`config.mk`:
```
export PLATFORM = sky130hd
export DESIGN_NAME = uart_line_status
export DESIGN_NICKNAME = d
export VERILOG_FILES = /design/src/rtl/uart_lsr_pkg.sv /design/src/rtl/lsr_err_count.sv /design/src/rtl/lsr_rx_track.sv /design/src/rtl/lsr_tx_track.sv /design/src/rtl/uart_line_status.sv
export SDC_FILE = /design/constraint.sdc
export NUM_CORES = 1
export LEC_CHECK = 0
export BUFFER_PORTS_ARGS = -buffer_cell sky130_fd_sc_hd__buf_2
export CORE_MARGIN = 2
export CORE_UTILIZATION = 53
export DETAILED_ROUTE_END_ITERATION = 8
export PLACE_DENSITY_LB_ADDON = 0.2
export SLEW_MARGIN = 25
export SYNTH_ARGS = -nofsm -noshare
export SYNTH_HDL_FRONTEND = slang
export SYNTH_SLANG_ARGS = --single-unit
```
`constraint.sdc`:
```
create_clock -name clk -period 4.9 [get_ports clk]
set_input_delay 0.98 -clock clk [delete_from_list [all_inputs] [get_ports clk]]
set_output_delay 0.98 -clock clk [all_outputs]
set_load 0.05 [all_outputs]
```
`src/rtl/uart_lsr_pkg.sv`:
```
package uart_lsr_pkg;
  localparam int LSR_W   = 8;
  localparam int B_DRDY  = 0;
  localparam int B_OVR   = 1;
  localparam int B_PAR   = 2;
  localparam int B_FRM   = 3;
  localparam int B_BRK   = 4;
  localparam int B_THRE  = 5;
  localparam int B_TEMT  = 6;
  localparam int B_RXSUM = 7;

  typedef struct packed {
    logic brk;
    logic frm;
    logic par;
    logic ovr;
  } rx_err_t;
endpackage

```
`src/rtl/lsr_err_count.sv`:
```
module lsr_err_count #(
  parameter int DEPTH = 16,
  localparam int CW = $clog2(DEPTH + 1)
) (
  input  logic          clk,
  input  logic          rst_n,
  input  logic          inc,
  input  logic          dec,
  input  logic          clr,
  output logic [CW-1:0] cnt_next
);
  localparam logic [CW-1:0] CMAX = CW'(DEPTH);
  logic [CW-1:0] cnt_q, cnt_d;

  always_comb begin
    cnt_d = cnt_q;
    if (clr) begin
      cnt_d = '0;
    end else if (inc && !dec && cnt_q != CMAX) begin
      cnt_d = cnt_q + 1'b1;
    end else if (dec && !inc && cnt_q != '0) begin
      cnt_d = cnt_q - 1'b1;
    end
  end

  always_ff @(posedge clk or negedge rst_n) begin
    if (!rst_n) cnt_q <= '0;
    else        cnt_q <= cnt_d;
  end

  assign cnt_next = cnt_d;
endmodule

```
`src/rtl/lsr_rx_track.sv`:
```
module lsr_rx_track
  import uart_lsr_pkg::*;
#(
  parameter int RX_DEPTH = 16
) (
  input  logic    clk,
  input  logic    rst_n,
  input  logic    fifo_mode,
  input  logic    rx_done,
  input  logic    rx_par_bad,
  input  logic    rx_stop_bad,
  input  logic    rx_brk,
  input  logic    rx_pop,
  input  logic    rx_pop_err,
  input  logic    rx_fifo_full,
  input  logic    rx_fifo_empty,
  input  logic    rx_fifo_clr,
  input  logic    lsr_rd,
  output logic    data_rdy,
  output rx_err_t err,
  output logic    err_sum
);
  localparam int CW = $clog2(RX_DEPTH + 1);

  logic          dr_q, dr_d;
  rx_err_t       err_q, err_d;
  logic          sum_q, sum_d;
  logic [CW-1:0] cnt_next;
  logic          flagged, ovr_evt;

  assign flagged = rx_par_bad | rx_stop_bad | rx_brk;
  assign ovr_evt = rx_done & (fifo_mode ? rx_fifo_full : (dr_q & ~rx_pop));

  lsr_err_count #(.DEPTH(RX_DEPTH)) u_cnt (
    .clk      (clk),
    .rst_n    (rst_n),
    .inc      (fifo_mode & rx_done & flagged & ~rx_fifo_full),
    .dec      (fifo_mode & rx_pop & rx_pop_err),
    .clr      (rx_fifo_clr | ~fifo_mode),
    .cnt_next (cnt_next)
  );

  always_comb begin
    dr_d = dr_q;
    if (fifo_mode)    dr_d = 1'b0;
    else if (rx_done) dr_d = 1'b1;
    else if (rx_pop)  dr_d = 1'b0;

    err_d = lsr_rd ? '0 : err_q;
    if (rx_done) begin
      if (rx_par_bad)  err_d.par = 1'b1;
      if (rx_stop_bad) err_d.frm = 1'b1;
      if (rx_brk)      err_d.brk = 1'b1;
    end
    if (ovr_evt) err_d.ovr = 1'b1;

    sum_d = sum_q;
    if (!fifo_mode)         sum_d = 1'b0;
    else if (cnt_next != 0) sum_d = 1'b1;
    else if (lsr_rd)        sum_d = 1'b0;
  end

  always_ff @(posedge clk or negedge rst_n) begin
    if (!rst_n) begin
      dr_q  <= 1'b0;
      err_q <= '0;
      sum_q <= 1'b0;
    end else begin
      dr_q  <= dr_d;
      err_q <= err_d;
      sum_q <= sum_d;
    end
  end

  assign data_rdy = fifo_mode ? ~rx_fifo_empty : dr_q;
  assign err      = err_q;
  assign err_sum  = sum_q;
endmodule

```
`src/rtl/lsr_tx_track.sv`:
```
module lsr_tx_track (
  input  logic clk,
  input  logic rst_n,
  input  logic fifo_mode,
  input  logic tx_load,
  input  logic tx_write,
  input  logic tx_fifo_empty,
  input  logic tx_shift_idle,
  input  logic iir_rd,
  output logic thre,
  output logic temt,
  output logic irq
);
  logic thre_q, thre_d;
  logic irq_q, irq_d;

  always_comb begin
    thre_d = thre_q;
    if (fifo_mode)     thre_d = tx_fifo_empty & ~tx_write;
    else if (tx_write) thre_d = 1'b0;
    else if (tx_load)  thre_d = 1'b1;

    irq_d = irq_q;
    if (thre_d && !thre_q) irq_d = 1'b1;
    else if (iir_rd)       irq_d = 1'b0;
  end

  always_ff @(posedge clk or negedge rst_n) begin
    if (!rst_n) begin
      thre_q <= 1'b1;
      irq_q  <= 1'b0;
    end else begin
      thre_q <= thre_d;
      irq_q  <= irq_d;
    end
  end

  assign thre = thre_q;
  assign temt = thre_q & tx_shift_idle;
  assign irq  = irq_q;
endmodule

```
`src/rtl/uart_line_status.sv`:
```
module uart_line_status
  import uart_lsr_pkg::*;
#(
  parameter int RX_DEPTH = 16
) (
  input  logic             clk,
  input  logic             rst_n,
  input  logic             fifo_mode,
  input  logic             rls_ie,
  input  logic             rx_done,
  input  logic             rx_par_bad,
  input  logic             rx_stop_bad,
  input  logic             rx_brk,
  input  logic             rx_pop,
  input  logic             rx_pop_err,
  input  logic             rx_fifo_full,
  input  logic             rx_fifo_empty,
  input  logic             rx_fifo_clr,
  input  logic             tx_load,
  input  logic             tx_write,
  input  logic             tx_fifo_empty,
  input  logic             tx_shift_idle,
  input  logic             lsr_rd,
  input  logic             iir_rd,
  output logic [LSR_W-1:0] lsr_q,
  output logic             irq_rls,
  output logic             irq_thre
);
  rx_err_t err;
  logic    data_rdy, err_sum, thre, temt;

  lsr_rx_track #(.RX_DEPTH(RX_DEPTH)) u_rx (
    .clk           (clk),
    .rst_n         (rst_n),
    .fifo_mode     (fifo_mode),
    .rx_done       (rx_done),
    .rx_par_bad    (rx_par_bad),
    .rx_stop_bad   (rx_stop_bad),
    .rx_brk        (rx_brk),
    .rx_pop        (rx_pop),
    .rx_pop_err    (rx_pop_err),
    .rx_fifo_full  (rx_fifo_full),
    .rx_fifo_empty (rx_fifo_empty),
    .rx_fifo_clr   (rx_fifo_clr),
    .lsr_rd        (lsr_rd),
    .data_rdy      (data_rdy),
    .err           (err),
    .err_sum       (err_sum)
  );

  lsr_tx_track u_tx (
    .clk           (clk),
    .rst_n         (rst_n),
    .fifo_mode     (fifo_mode),
    .tx_load       (tx_load),
    .tx_write      (tx_write),
    .tx_fifo_empty (tx_fifo_empty),
    .tx_shift_idle (tx_shift_idle),
    .iir_rd        (iir_rd),
    .thre          (thre),
    .temt          (temt),
    .irq           (irq_thre)
  );

  always_comb begin
    lsr_q          = '0;
    lsr_q[B_DRDY]  = data_rdy;
    lsr_q[B_OVR]   = err.ovr;
    lsr_q[B_PAR]   = err.par;
    lsr_q[B_FRM]   = err.frm;
    lsr_q[B_BRK]   = err.brk;
    lsr_q[B_THRE]  = thre;
    lsr_q[B_TEMT]  = temt;
    lsr_q[B_RXSUM] = err_sum;
  end

  assign irq_rls = rls_ie & (|err);
endmodule

```
==> results.yml, run 1 <==
yosys:
  synth_top_family_by_area: "simple AND/OR/NAND/NOR gates"
  syn_avg_cell_area_um2: 8.89
  post_synth_xor_area_fraction_pct: 2.92
  postSynthCellCount: 101
  synth-compound-area-share_pct: 20.9
  post_synth_instance_area_um2: 898
  yosys_warnings: 0
  synth.mux.area_fraction_pct: 0
  synth_sequential_area_ratio_pct: 36.4
  netlist.top_cell.by_area: "sky130_fd_sc_hd__dfrtp_1"
  synthArstFlopShare_pct: 100
  synth_fp_nets: 122
  synth-edff-count: 0
  synth.lib_cells_used.distinct: 44
  synth_area_leaders: "sky130_fd_sc_hd__dfrtp_1 33%, sky130_fd_sc_hd__nand2_1 4.2%, sky130_fd_sc_hd__buf_4 3.3%"
  synth_area_in_simple_gates_pct: 28.0
  synth_fa_ha_area_share_pct: 2.79
  yosys_most_used_dff: "sky130_fd_sc_hd__dfrtp_1"
  post_synthesis_register_bit_count: 13
  synthDominantCellAreaShare_pct: 33.4
clock_network:
  cts_max_level: 1
  cts_repair_resize_count: 0
  cts_hold_repair.buffers: 0
  number_of_buffers_added_by_the_clock_tree_synthesis_step: 3
  clk_transition_reported_paths_ns: 0.07
  cts_tree: "done"
  cts.root.buffer_cell: "sky130_fd_sc_hd__clkbuf_4"
  insertion_delay_ns: 0.28
  postCtsSetupBuffers: 0
  clock_sink_count: 13
  clock_tree.buffer_depth: 2
final_layout:
  layoutNonFillerInstCount: 142
  mostFrequentLayoutCell: "sky130_fd_sc_hd__buf_2"
  final_nets: 148
  final_cell_mix: "28 x sky130_fd_sc_hd__buf_2, 12 x sky130_fd_sc_hd__dfrtp_1, 10 x sky130_fd_sc_hd__nand2_1"
  flow.area_growth_from_synthesis_pct: 15.0
  antenna-diode-count: 0
  final_design_instance_area_without_fill_um2: 1030
  fraction_of_layout_instances_using_a_drive_strength_above_1_pct: 31.7
grt:
  grt_first_pass_wirelength_um: 3160
  grt_antenna_before_repair: 0
  grt_remaining_overflow: 0
  grt_max_degree: 14
  gr-usage-all-layers_pct: 21.8
  number_of_global_route_vias_before_repair: 733
floorplanning:
  dieWidth_um: 45.2
  floorplan.die_area_um2: 2040
  core-area_um2: 1540
  io_pins: 29
  initial_core_util_pct: 58.3
  die_height_um: 45.2
  fp-row-count: 14
hold_path:
  holdCritPathClass: "register to register"
  worst_hold_startpoint: "u_tx.irq"
  worstHoldEndpoint: "u_tx.irq"
  worstHoldPathCells: 2
route:
  detail_route.vias_per_cell: 5.85
  drtPass1Iterations: 4
  routed_wire_length_per_instance_um: 13.9
  via_count: 831
  remaining_drcs: 0
  detail_route.iter0.violations: 23
  routed_wirelength_um: 1970
  route.antenna.remaining_nets: 0
critical_path:
  cp_data_arrival_time_ns: 1.64
  critPathSlowestCell: "sky130_fd_sc_hd__buf_2"
  timing.critical_path.fanout_max: 12
  worst_setup_path_end_kind: "output pin"
  critPathTopFamily: "buffers and inverters"
  cp_common_cell: "sky130_fd_sc_hd__buf_2"
  crit_required_ns: 3.92
  worst_path_largest_cell_delay_ns: 0.27
  worst_setup_path_start_kind: "input pin"
  critical_path.reg2reg.startpoint: "u_rx.u_cnt.cnt_q[0]"
  crit-reg2reg-capture: "u_rx.err_sum"
  critical_path.cell_chain: "buf_2 -> nor2_1 -> a21oi_1 -> buf_2"
  timing_worst_setup_path_type: "input pin to output pin"
  setup.reg_to_reg.worst_slack_ns: 2.61
  cp.buffers_inverters: 2
  rr_worst_depth: 8
timing:
  hold_ws_ns: 0.506
  final.period_utilization_pct: 53.6
  max_freq_ghz: 0.381
  rsz0062_at_grt: "false"
  setup_tns_ns: 0
  final.setup_skew_ns: 0.00763
  hold_viol: 0
  tightestPinTransition_ns: 0.455
  timing.final.max_slew_violations: 0
  setup-violations-final: 0
  final_critical_period_ns: 2.62
  relSlewSlack_pct: 69.4
power_and_ir_drop:
  leakage_uw: 0.000498
  p_int_uw: 169
  power.switching_uw: 89.8
  p_clk_share_pct: 25.6
  netSwitchingFraction_pct: 34.7
  share_seq_of_total_power_pct: 45.9
  power.combinational.fraction_pct: 28.5
  worst_ir_drop_vdd_mv: 0.178
  powerDensity_nw_per_um2: 251
placement:
  number_of_buffers_inserted_by_port_buffering: 28
  postPlaceCellArea_um2: 1010
  globalplace.congestion: 0.903
  detailedPlacementHpwl_um: 1530
  placed_cells_incl_taps: 138
flow_run:
  max_cap_violations: 0
outcome:
  outcome: "finished, final reports clean"
[power groups by stage]
stage / logic [uW] / registers [uW] / clock network [uW]
final: 73.9 / 119 / 66.2
after global routing: 80.0 / 120 / 72.9
after CTS: 74.4 / 119 / 69.8
after detailed placement: 74.1 / 121 / 0
after global placement: 73.5 / 121 / 0
after floorplan: 41.5 / 135 / 0
[logic make-up after synthesis]
| kind of cell | count (synthesis) |
|---|---|
| and+or+nand+nor | 43 |
| AOI/OAI and AO/OA | 25 |
| DFF | 13 |
| adders and majority gates | 2 |
| xor gates and xnor gates | 3 |
| buffers and inverters | 15 |
[registers in the layout (all words and copies together), names as in the netlist]
signal / count
u_rx.dr_q: 1
u_rx.err: 4
u_rx.err_sum: 1
u_rx.u_cnt.cnt_q: 5
u_tx.irq: 1
u_tx.thre: 1
[synth_stat cells, drive strengths merged, types with 2 or more instances]
cell type  instances
inv                8
and3               2
nand2             11
nor2b              3
nor3               3
dfrtp             12
o221ai             2
o21ai              8
ha                 2
nand2b             3
xnor2              2
nor2               8
buf                7
a21oi              5
nand3              2
[through the flow]
stage | util (%) | power, uW | setup WS, ns
floorplan | - | 176 | 2.42
global placement | 65.3 | 194 | 2.21
detailed placement | 65.3 | 195 | 2.16
CTS | 67.0 | 263 | 2.27
global route | 67.0 | 273 | 2.22
finish | 67.0 | 259 | 2.28
[routing by layer]
layer / track usage, % / vias to the layer above / share of wire (%)
met5: 0 / - / 0
met4: 8.82 / 0 / 0.71
met3: 3.60 / 4 / 6.1
met2: 33.7 / 29 / 47
met1: 30.4 / 387 / 46
li1: - / 411 / -
[worst register-to-register path: cells and delay by family, from the launching register on]
family,cells,cell delay (ns)
adders and majority gates,1,0.25
AOI/OAI and AO/OA,3,0.53
buffers and inverters,1,0.15
DFF,1,0.41
xor gates and xnor gates,1,0.24
and+or+nand+nor,2,0.59
[worst max path at each step]
stage,start,depth (start not counted),endpoint
finish,fifo_mode,4,lsr_q[0]
global route,fifo_mode,4,lsr_q[0]
CTS,fifo_mode,4,lsr_q[0]
detailed placement,fifo_mode,7,u_rx.err_sum
global placement,fifo_mode,7,u_rx.err_sum
floorplan,fifo_mode,4,lsr_q[0]
[final cells by class]
class / count / area (um2)
well taps: 16 / 20.0
multi-input cells: 73 / 490
repair buffers: 28 / 140
clock buffers: 4 / 26.3
inverters: 8 / 30.0
fillers: 146 / 508
flip-flops and latches: 13 / 327
Note: power is estimated with default switching activity, not from simulation.
==> inputs of run 2 (changes only) <==
--- a/config.mk
+++ b/config.mk
@@ -7,7 +7,7 @@
 export LEC_CHECK = 0
 export BUFFER_PORTS_ARGS = -buffer_cell sky130_fd_sc_hd__buf_2
 export CORE_MARGIN = 2
-export CORE_UTILIZATION = 53
+export CORE_UTILIZATION = 44
 export DETAILED_ROUTE_END_ITERATION = 8
 export PLACE_DENSITY_LB_ADDON = 0.2
 export SLEW_MARGIN = 25
==> constraint.sdc (replaced) <==
create_clock -name clk -period 2.4 [get_ports clk]
set_input_delay 0.48 -clock clk [delete_from_list [all_inputs] [get_ports clk]]
set_output_delay 0.48 -clock clk [all_outputs]
set_load 0.05 [all_outputs]
==> run 2 against run 1 <==
Compared with the run above: die area rose by 19%; power rose by 100%; clock skew fell by 0.0072 ns; global-route usage fell by 4.4 points; clock power rose by 96%; sequential cell count did not move; non-clock buffer count rose by 1; clock-buffer cell count did not move; sequential power rose by 100%; register-to-register slack got worse by 2.5 ns; wire length fell by 3.1%; sequential share of layout area fell by 0.64 points.
==> results.yml, run 2 (synthesis results as in run 1) <==
route:
  detail_route.vias_per_cell: 5.14
  remaining_drcs: 0
  route.antenna.remaining_nets: 0
  detail_route.iter0.violations: 14
  drtPass1Iterations: 4
  via_count: 791
  routed_wire_length_per_instance_um: 12.4
  routed_wirelength_um: 1910
floorplanning:
  dieWidth_um: 49.2
  io_pins: 29
  initial_core_util_pct: 46.3
  floorplan.die_area_um2: 2420
  fp-row-count: 16
  die_height_um: 49.2
  core-area_um2: 1940
clock_network:
  insertion_delay_ns: 0.26
  cts_hold_repair.buffers: 0
  cts_tree: "done"
  postCtsSetupBuffers: 0
  number_of_buffers_added_by_the_clock_tree_synthesis_step: 3
  clk_transition_reported_paths_ns: 0.08
  cts.root.buffer_cell: "sky130_fd_sc_hd__clkbuf_4"
  cts_max_level: 1
  clock_sink_count: 13
  cts_repair_resize_count: 0
  clock_tree.buffer_depth: 2
grt:
  number_of_global_route_vias_before_repair: 724
  grt_first_pass_wirelength_um: 3290
  grt_remaining_overflow: 0
  gr-usage-all-layers_pct: 17.5
  grt_max_degree: 14
  grt_antenna_before_repair: 0
final_layout:
  largest_reg_flops: 5
  fillCellCount: 202
  final_nets: 149
  mostFrequentLayoutCell: "sky130_fd_sc_hd__buf_2"
  largest-register: "u_rx.u_cnt.cnt_q"
  final_cell_mix: "28 x sky130_fd_sc_hd__buf_2, 12 x sky130_fd_sc_hd__dfrtp_1, 10 x sky130_fd_sc_hd__nand2_1"
  fraction_of_layout_instances_using_a_drive_strength_above_1_pct: 32.3
  flow.area_growth_from_synthesis_pct: 17.4
  antenna-diode-count: 0
timing:
  final.setup_skew_ns: 0.000468
  final.period_utilization_pct: 93.6
  max_freq_ghz: 0.445
  hold_ws_ns: 0.0827
  setup-violations-final: 0
  setup_tns_ns: 0
  rsz0062_at_grt: "false"
  tightestPinTransition_ns: 0.427
  relSlewSlack_pct: 71.3
  timing.final.max_slew_violations: 0
  final_critical_period_ns: 2.25
  hold_viol: 0
power_and_ir_drop:
  worst_ir_drop_vdd_mv: 0.293
  powerDensity_nw_per_um2: 497
  power_uw: 525
  leakage_uw: 0.000503
critical_path:
  timing_worst_setup_path_type: "register to register"
  worst_setup_path_start_kind: "register"
  cp_data_arrival_time_ns: 2.40
  worst_setup_path_end_kind: "register"
  crit_required_ns: 2.55
  timing.critical_path.fanout_max: 5
  setup.reg_to_reg.worst_slack_ns: 0.15
flow_run:
  max_cap_violations: 0
placement:
  globalplace.congestion: 0.933
  number_of_buffers_inserted_by_port_buffering: 28
  detailedPlacementHpwl_um: 1530
outcome:
  outcome: "finished, final reports clean"
hold_path:
  holdCritPathClass: "input pin to asynchronous set/reset pin"
==> run 2: cell count changes in the layout (fill, tap and decap cells not counted), sizes merged <==
cell	previous run	this run
buf	28	29
==> run 2: critical path, cell delays in order (launching register included) <==
cell and delay [ns]:
sky130_fd_sc_hd__dfrtp_1 0.41, sky130_fd_sc_hd__inv_1 0.14, sky130_fd_sc_hd__ha_1 0.25, sky130_fd_sc_hd__or4b_4 0.51
sky130_fd_sc_hd__nand2_2 0.09, sky130_fd_sc_hd__a2bb2oi_2 0.14, sky130_fd_sc_hd__xor2_1 0.21, sky130_fd_sc_hd__a41oi_1 0.13
sky130_fd_sc_hd__o31a_1 0.26
==> run 2: cell type report <==
type / instances / area [um2] / area share [%]
inverter: 8 / 30.0 / 2.85
sequential: 13 / 327 / 31.0
timing repair buffer: 29 / 148 / 14.0
clock buffer: 4 / 26.3 / 2.49
tap: 27 / 33.8 / 3.20
multi-input combinational: 73 / 490 / 46.5
==> run 2: metal layers <==
metal / track usage, % / up-vias / share of wire (%)
met5: 0 / - / 0
met3: 3.37 / 2 / 5.1
met2: 28.6 / 21 / 48
met4: 5.71 / 0 / 0.79
met1: 23.1 / 360 / 46
li1: - / 408 / -
==> run 2: power breakdown <==
group	internal, uW	switching, uW
combinational	49.0	103
clock	64.2	66.0
sequential	233	9.38
==> run 2: path summary, 6_finish.rpt <==
kind                                      from           end  cells past startpoint
max in group asynchronous                rst_n     u_tx.thre                      1
setup / recovery           u_rx.u_cnt.cnt_q[0]  u_rx.err_sum                      8
min in group clk                      tx_write     u_tx.thre                      2
setup reg to reg           u_rx.u_cnt.cnt_q[0]  u_rx.err_sum                      8
hold reg to reg                       u_tx.irq      u_tx.irq                      2
hold / removal                           rst_n     u_rx.dr_q                      1
==> run 2: through the flow <==
| stage | setup slack (ns) | utilization (%) | cells | instance area, um2 |
|---|---|---|---|---|
| floorplan | 0.357 | - | 101 | 898 |
| global placement | 0.219 | 53.0 | 150 | 1030 |
| detailed placement | 0.205 | 53.0 | 150 | 1030 |
| CTS | 0.177 | 54.3 | 154 | 1050 |
| global route | 0.0412 | 54.3 | 154 | 1050 |
| finish | 0.154 | 54.3 | 154 | 1050 |
